===== src/rtl/steer_wdog_pkg.sv =====
package steer_wdog_pkg;
  localparam int unsigned ADDR_W        = 2;
  localparam int unsigned FLAG_BIT      = 7;
  localparam int unsigned NEIGHBOUR_BIT = 6;

  typedef enum logic [ADDR_W-1:0] {
    REG_FLAGS = 2'd0,
    REG_WDOG  = 2'd1,
    REG_CTRL  = 2'd2,
    REG_NONE  = 2'd3
  } reg_sel_e;
endpackage


===== src/rtl/steer_wdog_interval.sv =====
module steer_wdog_interval #(
  parameter int unsigned RES_W  = 2,
  parameter int unsigned MULT_W = 5,
  parameter int unsigned CNT_W  = 11
) (
  input  logic [RES_W-1:0]  res_i,
  input  logic [MULT_W-1:0] mult_i,
  output logic [CNT_W-1:0]  ticks_o
);
  localparam int unsigned STEPS = 1 << RES_W;

  logic [CNT_W-1:0] scaled [STEPS];

  // One shifted copy of the multiplier per scale step (power of four).
  for (genvar g = 0; g < STEPS; g++) begin : g_scale
    assign scaled[g] = CNT_W'(mult_i) << (2 * g);
  end

  assign ticks_o = scaled[res_i];
endmodule


===== src/rtl/steer_wdog_count.sv =====
module steer_wdog_count #(
  parameter int unsigned CNT_W = 11
) (
  input  logic             clk_i,
  input  logic             rst_ni,
  input  logic             tick_i,
  input  logic             load_i,
  input  logic [CNT_W-1:0] load_val_i,
  output logic             expire_o
);
  logic [CNT_W-1:0] cnt_q;
  logic [CNT_W-1:0] cnt_d;
  logic             live;

  // A zero count means disarmed; it is reached by loading zero or by expiring.
  assign live     = (cnt_q != '0);
  assign expire_o = tick_i & ~load_i & (cnt_q == CNT_W'(1));

  always_comb begin
    cnt_d = cnt_q;
    if (load_i) begin
      cnt_d = load_val_i;
    end else if (tick_i && live) begin
      cnt_d = cnt_q - CNT_W'(1);
    end
  end

  always_ff @(posedge clk_i or negedge rst_ni) begin
    if (!rst_ni) begin
      cnt_q <= '0;
    end else begin
      cnt_q <= cnt_d;
    end
  end
endmodule


===== src/rtl/steer_wdog_regs.sv =====
module steer_wdog_regs
  import steer_wdog_pkg::*;
#(
  parameter int unsigned DATA_W = 8
) (
  input  logic              clk_i,
  input  logic              rst_ni,
  input  logic              wr_wdog_i,
  input  logic              wr_ctrl_i,
  input  logic              service_i,
  input  logic              expire_i,
  input  logic [DATA_W-1:0] wdata_i,
  output logic [DATA_W-1:0] wdog_o,
  output logic [DATA_W-1:0] ctrl_o,
  output logic              flag_o,
  output logic              rst_req_o,
  output logic              irq_o
);
  logic [DATA_W-1:0] wdog_q, wdog_d;
  logic [DATA_W-1:0] ctrl_q, ctrl_d;
  logic              flag_q, flag_d;
  logic              rst_q, rst_d;
  logic              irq_q, irq_d;
  logic              steer;

  assign steer = wdog_q[DATA_W-1];

  always_comb begin
    wdog_d = wdog_q;
    if (wr_wdog_i) begin
      wdog_d = wdata_i;
    end else if (expire_i && steer) begin
      wdog_d = '0;
    end

    ctrl_d = wr_ctrl_i ? wdata_i : ctrl_q;
    if (expire_i && steer) begin
      ctrl_d[NEIGHBOUR_BIT] = 1'b0;
    end

    flag_d = flag_q;
    if (wr_wdog_i || service_i) begin
      flag_d = 1'b0;
    end else if (expire_i) begin
      flag_d = 1'b1;
    end

    rst_d = expire_i & steer;
    irq_d = expire_i & ~steer;
  end

  always_ff @(posedge clk_i or negedge rst_ni) begin
    if (!rst_ni) begin
      wdog_q <= '0;
      ctrl_q <= '0;
      flag_q <= 1'b0;
      rst_q  <= 1'b0;
      irq_q  <= 1'b0;
    end else begin
      wdog_q <= wdog_d;
      ctrl_q <= ctrl_d;
      flag_q <= flag_d;
      rst_q  <= rst_d;
      irq_q  <= irq_d;
    end
  end

  assign wdog_o    = wdog_q;
  assign ctrl_o    = ctrl_q;
  assign flag_o    = flag_q;
  assign rst_req_o = rst_q;
  assign irq_o     = irq_q;
endmodule


===== src/rtl/steer_wdog.sv =====
module steer_wdog
  import steer_wdog_pkg::*;
#(
  parameter int unsigned DATA_W = 8,
  parameter int unsigned RES_W  = 2
) (
  input  logic              clk_i,
  input  logic              rst_ni,
  input  logic              tick_i,
  input  logic              wr_en_i,
  input  logic              rd_en_i,
  input  logic [ADDR_W-1:0] addr_i,
  input  logic [DATA_W-1:0] wdata_i,
  output logic [DATA_W-1:0] rdata_o,
  output logic              rst_req_o,
  output logic              irq_o
);
  localparam int unsigned MULT_W = DATA_W - 1 - RES_W;
  localparam int unsigned CNT_W  = MULT_W + 2 * ((1 << RES_W) - 1);

  // Reset: asserted asynchronously, released on the clock.
  logic [1:0] rst_sync_q;
  logic       rst_n_q;

  always_ff @(posedge clk_i or negedge rst_ni) begin
    if (!rst_ni) begin
      rst_sync_q <= 2'b00;
    end else begin
      rst_sync_q <= {rst_sync_q[0], 1'b1};
    end
  end
  assign rst_n_q = rst_sync_q[1];

  logic              wr_wdog, wr_ctrl, service, reload, expire;
  logic [DATA_W-1:0] wdog_q, ctrl_q, load_src;
  logic              flag_q;
  logic [CNT_W-1:0]  load_ticks;

  assign wr_wdog  = wr_en_i & (addr_i == REG_WDOG);
  assign wr_ctrl  = wr_en_i & (addr_i == REG_CTRL);
  assign service  = rd_en_i & (addr_i == REG_FLAGS);
  assign reload   = wr_wdog | service;
  assign load_src = wr_wdog ? wdata_i : wdog_q;

  steer_wdog_interval #(
    .RES_W (RES_W),
    .MULT_W(MULT_W),
    .CNT_W (CNT_W)
  ) u_interval (
    .res_i  (load_src[RES_W-1:0]),
    .mult_i (load_src[DATA_W-2:RES_W]),
    .ticks_o(load_ticks)
  );

  steer_wdog_count #(
    .CNT_W(CNT_W)
  ) u_count (
    .clk_i     (clk_i),
    .rst_ni    (rst_n_q),
    .tick_i    (tick_i),
    .load_i    (reload),
    .load_val_i(load_ticks),
    .expire_o  (expire)
  );

  steer_wdog_regs #(
    .DATA_W(DATA_W)
  ) u_regs (
    .clk_i    (clk_i),
    .rst_ni   (rst_n_q),
    .wr_wdog_i(wr_wdog),
    .wr_ctrl_i(wr_ctrl),
    .service_i(service),
    .expire_i (expire),
    .wdata_i  (wdata_i),
    .wdog_o   (wdog_q),
    .ctrl_o   (ctrl_q),
    .flag_o   (flag_q),
    .rst_req_o(rst_req_o),
    .irq_o    (irq_o)
  );

  always_comb begin
    unique case (reg_sel_e'(addr_i))
      REG_FLAGS: rdata_o = {flag_q, {(DATA_W-1){1'b0}}};
      REG_WDOG:  rdata_o = wdog_q;
      REG_CTRL:  rdata_o = ctrl_q;
      default:   rdata_o = '0;
    endcase
  end
endmodule


===== config.mk =====
export PLATFORM = sky130hd
export DESIGN_NAME = steer_wdog
export DESIGN_NICKNAME = d
export VERILOG_FILES = /design/src/rtl/steer_wdog_pkg.sv /design/src/rtl/steer_wdog_interval.sv /design/src/rtl/steer_wdog_count.sv /design/src/rtl/steer_wdog_regs.sv /design/src/rtl/steer_wdog.sv
export SDC_FILE = /design/constraint.sdc
export NUM_CORES = 1
export LEC_CHECK = 0
export ABC_AREA = 0
export ABC_CLOCK_PERIOD_IN_PS = 900
export BUFFER_PORTS_ARGS = -buffer_cell sky130_fd_sc_hd__clkbuf_2
export CAP_MARGIN = 0
export CORE_ASPECT_RATIO = 0.8
export CORE_MARGIN = 10
export CORE_UTILIZATION = 45
export DETAILED_ROUTE_END_ITERATION = 8
export PLACE_DENSITY = 0.66
export SLEW_MARGIN = 20
export SYNTH_ARGS = -nofsm -noshare
export SYNTH_HDL_FRONTEND = slang
export SYNTH_SLANG_ARGS = --single-unit

===== constraint.sdc =====
create_clock -name clk_i -period 0.9 [get_ports clk_i]
set_input_delay 0.045 -clock clk_i [delete_from_list [all_inputs] [get_ports clk_i]]
set_output_delay 0.045 -clock clk_i [all_outputs]
set_load 0.01 [all_outputs]

==> impl_metrics.ini, run 1 <==
[worst_hold_path]
hold_class = in2reg

[timing]
drv_slew = 0
fin_skew_ps = 4.473
post-route-period-util_pct = 207.3
setup_slack_ps = -965.3
hold_slack_ps = 3.951
max_clock_freq_mhz = 536.1
min_period_ps = 1865
hold_viol_final = 0
rsz0062_at_grt = true
worst_slew_pin_slew_ps = 525.5
worst_slew_margin_rel_pct = 64.51
fin_tns_setup_ps = -21980
setup-violations-final = 31

[final_layout]
antenna_cells = 0
layout.cells.non_filler = 350
fillers = 286
multi_input_area_um2 = 1167
syn2layout_area_growth_pct = 56.81
utilization_pct = 75.51
fin_nets = 311
regArea_um2 = 802.0
drive_above_1_share_pct = 50.85

[global_routing]
grt_overflow = 0
antenna_found_initial = 0
grt.total_usage_pct = 17.11
grt_pass1_wl_mm = 10.11
grt_pass1_vias = 2048
grt_max_degree = 24

[yosys]
yosys.area.top_type = dfrtp_1
synthTopCellsByArea = dfrtp_1 42%, mux2i_1 9.5%, nand2_1 4.8%, mux2_2 4.2%, a22o_1 3.7%
ys_ff_latch = 32
synth_cell_types = 43
netlist_top_cells_count = 32 x dfrtp_1, 24 x nand2_1, 18 x mux2i_1, 11 x a21oi_1
synth_enable_flop_cells = 0
synth_area_per_cell_um2 = 9.905
yosysMostFrequentCell = dfrtp_1
synthCells = 191
syn-num-nets = 208
synth_top_area_share_pct = 42.33
ys_warn_count = 0
netlist_area_um2 = 1892
async_reset_ff_share_pct = 100.0
synth-seq-area-share_pct = 42.33
synthFlopType = dfrtp_1

[clocking]
cts_sinks = 32
cts_tree = yes
numCtsBuffers = 5
cts.clk_slew.worst_paths_ps = 70
insertion_delay_ps = 290
htree_levels = 2
cts.path.max_buffers = 2
ctsRootBufferMaster = clkbuf_8

[route]
dr_wl_met2_mm = 3.046
routed.top_layer = met4
drt-pass1-iter-count = 4
antenna_left = 0
drc = 0
vias = 1957
wl_per_cell_um = 17.94
routed_wl_mm = 6.279
met3_length_um = 386
wl_met1_mm = 2.741
drtIter0Drc = 149
via_per_inst = 5.591

[pwr]
total_leakage_power_nw = 1.473
ir_drop_uv = 1312
powerDensity_nw_per_um2 = 2400

[setup_path]
cp_top_family = simple AND/OR/NAND/NOR gates
cpPeakStageDelay_ps = 590
worstReg2RegEnd = u_count.cnt_q[3]
start_kind = flop
cp_cell_sequence = or4_4 -> nor3_4 -> buf_4 -> buf_6 -> o21ai_1 -> a22o_1
slowest_stage = or4_4
crit_fanout = 4
path_class = reg2reg
crit_start = u_count.cnt_q[4]
path_buf_inv = 2
r2r_cells = 6
regToRegSetupSlack_ps = -970
r2r-start = u_count.cnt_q[4]
endpoint_kind = flop
critPathRequiredTime_ps = 1070
cp.depth = 6
worstPathArrival_ps = 2040
cp-endpoint = u_count.cnt_q[3]

[die]
std_cell_rows = 20
pin_count = 25
core_um2 = 3929
die_x_um = 92.49
die_area_um2 = 7214
initial_core_util_pct = 48.15
die_y_um = 78.00

[flow_run]
maxCapViolCount = 0

[outcome]
status = finished, violations left
violations = negative setup slack

[placed_design]
place_hpwl_mm = 4.602
gp_congestion = 0.9291
place_inst = 332
place_ws_ps = -943.8
io_buffers = 24
## final cells by class
| type | instances | share of cell area, % |
|---|---|---|
| Inverter | 5 | 0.6326 |
| Timing Repair Buffer | 107 | 27.63 |
| Clock buffer | 8 | 3.037 |
| Multi-Input combinational cell | 143 | 39.35 |
| Sequential cell | 32 | 27.03 |
| Tap cell | 55 | 2.320 |
## placed cells by master (no fill, tap or decap), drive strengths merged, types with 3 or more instances in the layout
master and instances:
nand2b 4, nand3b 4, nand2 24, nand3 5, nor2b 7, a32oi 3
buf 84, mux2 8, a22oi 3, clkbuf 30, a21oi 11, nor2 7
inv 5, or2 3, o21ai 8, mux2i 18, dfrtp 32, a22o 8
## per-layer routing
| metal | GRT usage, % | vias to the layer above |
|---|---|---|
| li1 | - | 904 |
| met1 | 20.89 | 973 |
| met2 | 28.52 | 67 |
| met3 | 4.808 | 13 |
| met4 | 5.385 | 0 |
| met5 | 0 | - |
## how the worst min path moves through the flow
stage / to / slack [ps] / startpoint / cells past startpoint
floorplan: rst_sync_q[0] / -250 / rst_ni / 0
global placement: rst_sync_q[0] / -170 / rst_ni / 1
detailed placement: rst_sync_q[0] / -170 / rst_ni / 1
CTS: u_regs.ctrl_o[7] / 8 / wdata_i[7] / 2
global route: u_regs.ctrl_o[7] / 10 / wdata_i[7] / 2
finish: u_regs.wdog_o[7] / 4 / wdata_i[7] / 3
## registers in the layout (all words and copies together), names as in the netlist
| name | cells |
|---|---|
| u_regs.rst_req_o | 1 |
| u_regs.flag_o | 1 |
| u_regs.wdog_o | 8 |
| rst_sync_q | 2 |
| u_regs.irq_o | 1 |
| u_regs.ctrl_o | 8 |
| u_count.cnt_q | 11 |
## power breakdown
part / leakage (nW) / internal [W] / total, W / switching [W]
clock: 0.0455 / 0.000624 / 0.00116 / 0.000535
combinational: 1.03 / 0.00209 / 0.00388 / 0.00179
sequential: 0.400 / 0.00181 / 0.00208 / 0.000269
total: 1.47 / 0.00453 / 0.00712 / 0.00259
## per-stage QoR
stage | instance area [um2] | total power (W)
finish | 2967 | 0.007119
global route | 2967 | 0.007467
CTS | 2863 | 0.006798
detailed placement | 2653 | 0.005375
global placement | 2653 | 0.005196
floorplan | 1974 | 0.003820
## cell families (layout without fill, tap and decap cells)
family	count (synthesis)	in the layout	share of synthesized area, %
buffers and inverters	16	120	4.166
muxes	26	26	14.48
adders and majority gates	2	2	1.323
and+or+nand+nor	67	67	20.11
DFF	32	32	42.33
other	1	1	0.1982
AOI/OAI and AO/OA	47	47	17.39
## tightest hold or removal path: stages
cell and delay, ps:
clkbuf_2 90, nand2_1 60, o21ai_2 60
## timing repair
item | 4_1_cts | 5_1_grt
gates cloned | 1 | 0
endpoints found under the hold margin | 2 | 0
hold buffers | 1 | 0
gates resized for setup | 24 | 20
endpoints found under the setup margin | 38 | 31
pin swaps | 14 | 1
buffers inserted | 4 | 5
Power figures use the tool's default switching activity.
==> run 2: changes to the inputs <==
--- a/config.mk
+++ b/config.mk
@@ -11,9 +11,11 @@
 export CAP_MARGIN = 0
 export CORE_ASPECT_RATIO = 0.8
 export CORE_MARGIN = 10
-export CORE_UTILIZATION = 45
+export CORE_UTILIZATION = 51
 export DETAILED_ROUTE_END_ITERATION = 8
-export PLACE_DENSITY = 0.66
+export GPL_TIMING_DRIVEN = 0
+export PLACE_DENSITY = 0.74
+export SETUP_SLACK_MARGIN = 0.3
 export SLEW_MARGIN = 20
 export SYNTH_ARGS = -nofsm -noshare
 export SYNTH_HDL_FRONTEND = slang
==> run 2 against run 1 <==
  * The flow still finishes with violations (negative setup slack)
  * Utilization fell by 1.7 points
  * Power is 10% lower
  * Non-clock buffer count is 48 lower
  * Setup slack worse by 110 ps
  * Clock skew is 2.9 ps higher
  * Global-route usage fell by 0.83 points
  * Final cell count decreased by 17%
  * Count of clock-buffer cells in the layout is 1 lower
  * Clock power down 9%
  * Critical endpoint is now u_count.cnt_q[5]
  * Largest power group unchanged
==> impl_metrics.ini, run 2 (same netlist as run 1, synthesis figures left out) <==
[timing]
worst_slew_margin_rel_pct = 53.43
drv_slew = 0
setup_slack_ps = -1076
post-route-period-util_pct = 219.5
fin_skew_ps = 7.359
hold_slack_ps = 9.723
min_period_ps = 1976
rsz0062_at_grt = true
worst_slew_pin_slew_ps = 698.6
max_clock_freq_mhz = 506.2
hold_viol_final = 0
setup-violations-final = 31

[pwr]
clock_power_share_pct = 16.4
power_frac_comb_pct = 49.8
swShare_pct = 37.34
p_int_w = 0.004017
p_seq_share_pct = 33.7
powerDensity_nw_per_um2 = 2485
ir_drop_uv = 1404
total_leakage_power_nw = 1.236
power_switching_w = 0.002393

[route]
drt-pass1-iter-count = 5
vias = 1776
antenna_left = 0
via_per_inst = 6.145
routed_wl_mm = 5.503
drtIter0Drc = 211
drc = 0
wl_per_cell_um = 19.04

[flow_run]
maxCapViolCount = 0

[placed_design]
place_inst = 255
dpl_cell_area_um2 = 2152
io_buffers = 22
place_hpwl_mm = 3.583
place_ws_ps = -1147
gp_congestion = 0.9339

[final_layout]
layout_commonest_cell = dfrtp_1
syn2layout_area_growth_pct = 36.38
drive_above_1_share_pct = 37.65
antenna_cells = 0
fin_nets = 263
utilization_pct = 73.83
max_flop_register = u_count.cnt_q
regArea_um2 = 804.5
stdcell_area_um2 = 2580
largest_register_ffs = 11
multi_input_area_um2 = 1134
fillers = 254
layout.cells.non_filler = 289
mostFrequentLayoutCells = 31 x dfrtp_1, 23 x nand2_1, 19 x clkbuf_2

[clocking]
cts_tree = yes
numCtsBuffers = 5
cts.clk_slew.worst_paths_ps = 60
cts_sinks = 32
insertion_delay_ps = 280
cts.path.max_buffers = 2
htree_levels = 2
ctsRootBufferMaster = clkbuf_8

[setup_path]
worstPathArrival_ps = 2090
r2r-start = u_count.cnt_q[1]
endpoint_kind = flop
path_class = reg2reg
crit_fanout = 4
worstReg2RegEnd = u_count.cnt_q[5]
regToRegSetupSlack_ps = -1080
critPathRequiredTime_ps = 1010
start_kind = flop
r2r_cells = 5

[worst_hold_path]
hp-start = wdata_i[7]
hold_class = in2reg
timing.hold.worst_endpoint = u_regs.wdog_o[7]
hold_depth = 3

[die]
die_y_um = 74.48
die_area_um2 = 6561
std_cell_rows = 19
pin_count = 25
die_x_um = 88.10
core_um2 = 3495
initial_core_util_pct = 54.14

[outcome]
status = finished, violations left
violations = negative setup slack

[global_routing]
grt.total_usage_pct = 16.28
grt_overflow = 0
grt_max_degree = 31
grt_pass1_wl_mm = 8.493
antenna_found_initial = 0
grt_pass1_vias = 1749
[run 2: cell types whose count changed in the layout (fill, tap and decap cells not counted), sizes merged]
| cell | before | now |
|---|---|---|
| buf | 84 | 36 |
| clkbuf | 30 | 29 |
| clkinv | 0 | 1 |
[run 2: per-stage QoR]
stage	power (W)	TNS, ps
2_1_floorplan	0.003837	-17720
3_3_place_gp	0.004289	-23550
3_5_place_dp	0.004400	-24430
4_1_cts	0.005953	-21480
5_1_grt	0.006745	-24100
6_report	0.006410	-22670
[run 2: worst max path at each step]
stage	depth (start not counted)	endpoint	slack [ps]	from
final	5	u_count.cnt_q[5]	-1080	u_count.cnt_q[1]
after CTS	6	u_count.cnt_q[1]	-1020	u_count.cnt_q[5]
after detailed placement	7	u_count.cnt_q[1]	-1150	u_count.cnt_q[0]
after global placement	7	u_count.cnt_q[1]	-1120	u_count.cnt_q[0]
after floorplan	6	u_count.cnt_q[1]	-1000	u_count.cnt_q[6]
after global routing	7	u_count.cnt_q[0]	-1100	u_count.cnt_q[5]
[run 2: layout make-up]
type,instances,share of cell area [%]
sequential,32,31.18
clock inverter,1,0.1940
inverter,5,0.7275
buffer,11,4.268
timing repair buffer,48,14.69
tap,42,2.037
multi-input combinational,143,43.94
clock buffer,7,2.958
[run 2: power groups by stage]
stage,clock network (W),registers [W],logic [W]
2_1_floorplan,0,0.00210,0.00174
3_3_place_gp,0,0.00218,0.00211
3_5_place_dp,0,0.00221,0.00220
4_1_cts,0.00107,0.00216,0.00273
5_1_grt,0.00112,0.00221,0.00342
6_report,0.00105,0.00216,0.00320
[run 2: what timing repair did]
action,CTS,global route
hold buffers,1,0
pin swaps,13,4
cloned,1,0
endpoints found under the setup margin,70,70
setup buffers,13,11
endpoints found under the hold margin,2,0
gates resized for setup,17,18
[run 2: worst max-delay path, stage by stage (launching register included)]
cell	delay, ps
dfrtp_1	410
buf_4	150
nor2_1	280
nand3_1	260
o311ai_0	520
o2111ai_2	190
[run 2: metal layers]
metal / up-vias / track usage (%) / routed length [um]
li1: 809 / - / -
met1: 882 / 20.09 / 2282
met2: 75 / 26.85 / 2676
met3: 10 / 4.585 / 466
met4: 0 / 5.565 / 78
met5: - / 0 / 0
==> run 3: changes to the inputs <==
--- a/config.mk
+++ b/config.mk
@@ -16,7 +16,7 @@
 export GPL_TIMING_DRIVEN = 0
 export PLACE_DENSITY = 0.74
 export SETUP_SLACK_MARGIN = 0.3
-export SLEW_MARGIN = 20
 export SYNTH_ARGS = -nofsm -noshare
 export SYNTH_HDL_FRONTEND = slang
+export SYNTH_HIERARCHICAL = 1
 export SYNTH_SLANG_ARGS = --single-unit
==> constraint.sdc (replaced) <==
create_clock -name clk_i -period 0.9 [get_ports clk_i]
set_input_delay 0 -clock clk_i [delete_from_list [all_inputs] [get_ports clk_i]]
set_output_delay 0 -clock clk_i [all_outputs]
set_load 0.01 [all_outputs]
==> run 3 against run 2 <==
  * The flow finishes with violations (negative hold slack, negative setup slack)
  * Non-clock buffer count shrank 3
  * Area after synthesis shrank 1.8%
  * Clock power grew 42%
  * Global-route usage shrank 1.0 points
  * Final cell count shrank 3.5%
  * Setup slack lost 1.1 ps
  * Combinational power shrank 8.1%
  * Critical endpoint is now u_count/cnt_q[4]
  * Largest cell class unchanged
  * Highest routed layer unchanged
==> impl_metrics.ini, run 3 <==
[placed_design]
place_hpwl_mm = 3.272
io_buffers = 24
gp_congestion = 0.8833
place_inst = 247

[route]
via_per_inst = 5.896
drtIter0Drc = 92
wl_per_cell_um = 18.35
vias = 1645
routed_wl_mm = 5.119
antenna_left = 0
drt-pass1-iter-count = 4
drc = 0

[clocking]
insertion_delay_ps = 280
htree_levels = 2
cts_sinks = 32
cts_hold_buf = 1
cts_tree = yes
numCtsBuffers = 5
cts.path.max_buffers = 2
ctsRootBufferMaster = clkbuf_8
cts.clk_slew.worst_paths_ps = 70

[timing]
hold_viol_final = 14
worst_slew_margin_rel_pct = 62.16
rsz0062_at_grt = true
post-route-period-util_pct = 219.6
max_clock_freq_mhz = 505.9
worst_slew_pin_slew_ps = 567.6
min_period_ps = 1977
drv_slew = 0
fin_skew_ps = 5.964
hold_slack_ps = -32.06
setup_slack_ps = -1077
setup-violations-final = 31

[die]
core_um2 = 3471
pin_count = 25
initial_core_util_pct = 53.53
die_y_um = 73.99
die_x_um = 87.49
die_area_um2 = 6473
std_cell_rows = 19

[pwr]
powerDensity_nw_per_um2 = 2438
power_w = 0.006538
total_leakage_power_nw = 1.256
ir_drop_uv = 1844

[final_layout]
max_flop_register = u_count/cnt_q
mostFrequentLayoutCells = 28 x dfrtp_1, 21 x clkbuf_2, 17 x a22o_1
syn2layout_area_growth_pct = 44.31
layout_commonest_cell = dfrtp_1
largest_register_ffs = 11
drive_above_1_share_pct = 48.95
fin_nets = 253
antenna_cells = 0
layout.cells.non_filler = 279
utilization_pct = 77.25

[yosys]
synthFlopType = dfrtp_1
synth_enable_flop_cells = 0
synth-seq-area-share_pct = 43.10
synthTopCellsByArea = dfrtp_1 43%, mux2_2 8.5%, a22o_1 8.0%, nor2b_1 5.4%, mux2i_1 3.2%
yosys.area.top_type = dfrtp_1
netlist_top_cells_count = 32 x dfrtp_1, 17 x a22o_1, 16 x nor2b_1, 14 x mux2_2, 12 x nand2_1
synth_top_area_share_pct = 43.10
synth_cell_types = 45
synth_area_per_cell_um2 = 10.27
async_reset_ff_share_pct = 100.0
netlist_area_um2 = 1858
synthCells = 181
syn-num-nets = 198
ys_warn_count = 6
yosysMostFrequentCell = dfrtp_1
ys_ff_latch = 32

[global_routing]
grt.total_usage_pct = 15.26
grt_overflow = 0
grt_max_degree = 31
antenna_found_initial = 0
grt_pass1_vias = 1681
grt_pass1_wl_mm = 8.017

[setup_path]
crit_fanout = 4
endpoint_kind = flop
critPathRequiredTime_ps = 1050
regToRegSetupSlack_ps = -1080
start_kind = flop
path_class = reg2reg
worstPathArrival_ps = 2120

[worst_hold_path]
hold_class = in2reg

[flow_run]
maxCapViolCount = 0

[outcome]
status = finished, violations left
violations = negative hold slack, negative setup slack
run 3: cell types whose count changed after synthesis, sizes merged, moves of 4 or more:
cell,previous run,this run
mux2i,18,6
nand2,24,12
a22o,8,18
nor2b,7,16
mux2,8,16
inv,5,10
nand3,5,1
run 3: worst paths after layout:
| path | from | to | cells past startpoint |
|---|---|---|---|
| min in group asynchronous | rst_ni | rst_sync_q[1] | 2 |
| max in group asynchronous | rst_sync_q[1] | u_count/cnt_q[8] | 1 |
| max | u_count/cnt_q[8] | u_count/cnt_q[4] | 4 |
| min | wdata_i[7] | u_regs/ctrl_o[7] | 2 |
| min reg2reg | rst_sync_q[1] | u_count/cnt_q[4] | 1 |
| max reg2reg | u_count/cnt_q[8] | u_count/cnt_q[4] | 4 |
run 3: cell families (layout without fill, tap and decap cells):
| kind of cell | count (synthesis) | after routing | synth area share, % |
|---|---|---|---|
| simple gates | 58 | 58 | 18.65 |
| compound gates | 47 | 47 | 18.45 |
| flops | 32 | 32 | 43.10 |
| mux | 22 | 22 | 13.13 |
| buf+inv | 18 | 74 | 4.646 |
| fa+ha+maj | 2 | 2 | 1.347 |
| other cells | 1 | 1 | 0.2018 |
| xor+xnor | 1 | 1 | 0.4715 |
run 3: area by class of cell:
class | instances | area, um2
plain buffers | 8 | 78.83
clock buffers | 7 | 96.34
clock inverters | 1 | 30.03
well taps | 42 | 52.55
flip-flops and latches | 32 | 808.3
multi-input cells | 131 | 1190
fillers | 214 | 789.5
repair buffers | 48 | 387.9
inverters | 10 | 37.54
run 3: routing by layer:
metal	GRT usage (%)	part of all wire, %
met5	0	0
met4	4.770	1.0
met3	4.367	6.2
met2	24.44	49
met1	19.56	43
run 3: power by group:
group	internal [W]	total (W)	leakage (nW)	switching, W
Combinational	0.00150	0.00294	0.796	0.00145
Clock	0.000976	0.00149	0.0645	0.000516
Sequential	0.00179	0.00210	0.396	0.000310
Total	0.00427	0.00654	1.26	0.00227
run 3: critical path: stages, from the launching register on:
cell      delay, ps
dfrtp_1         400
or4_4           590
or4_4           560
a211oi_4        240
a21oi_2          60
run 3: metrics by stage:
stage / area [um2] / TNS, ps / worst slack, ps
finish: 2681 / -21220 / -1077
global route: 2681 / -22580 / -1103
global placement: 2153 / -22790 / -1144
CTS: 2526 / -20340 / -1030
floorplan: 1981 / -15910 / -915.0
detailed placement: 2153 / -23960 / -1185
run 3: what timing repair did:
action,4_1_cts,5_1_grt
setup endpoints to repair,70,70
gates cloned,1,0
pin swaps,6,8
endpoints found under the hold margin,17,11
buffers inserted,15,7
gates resized for setup,23,27
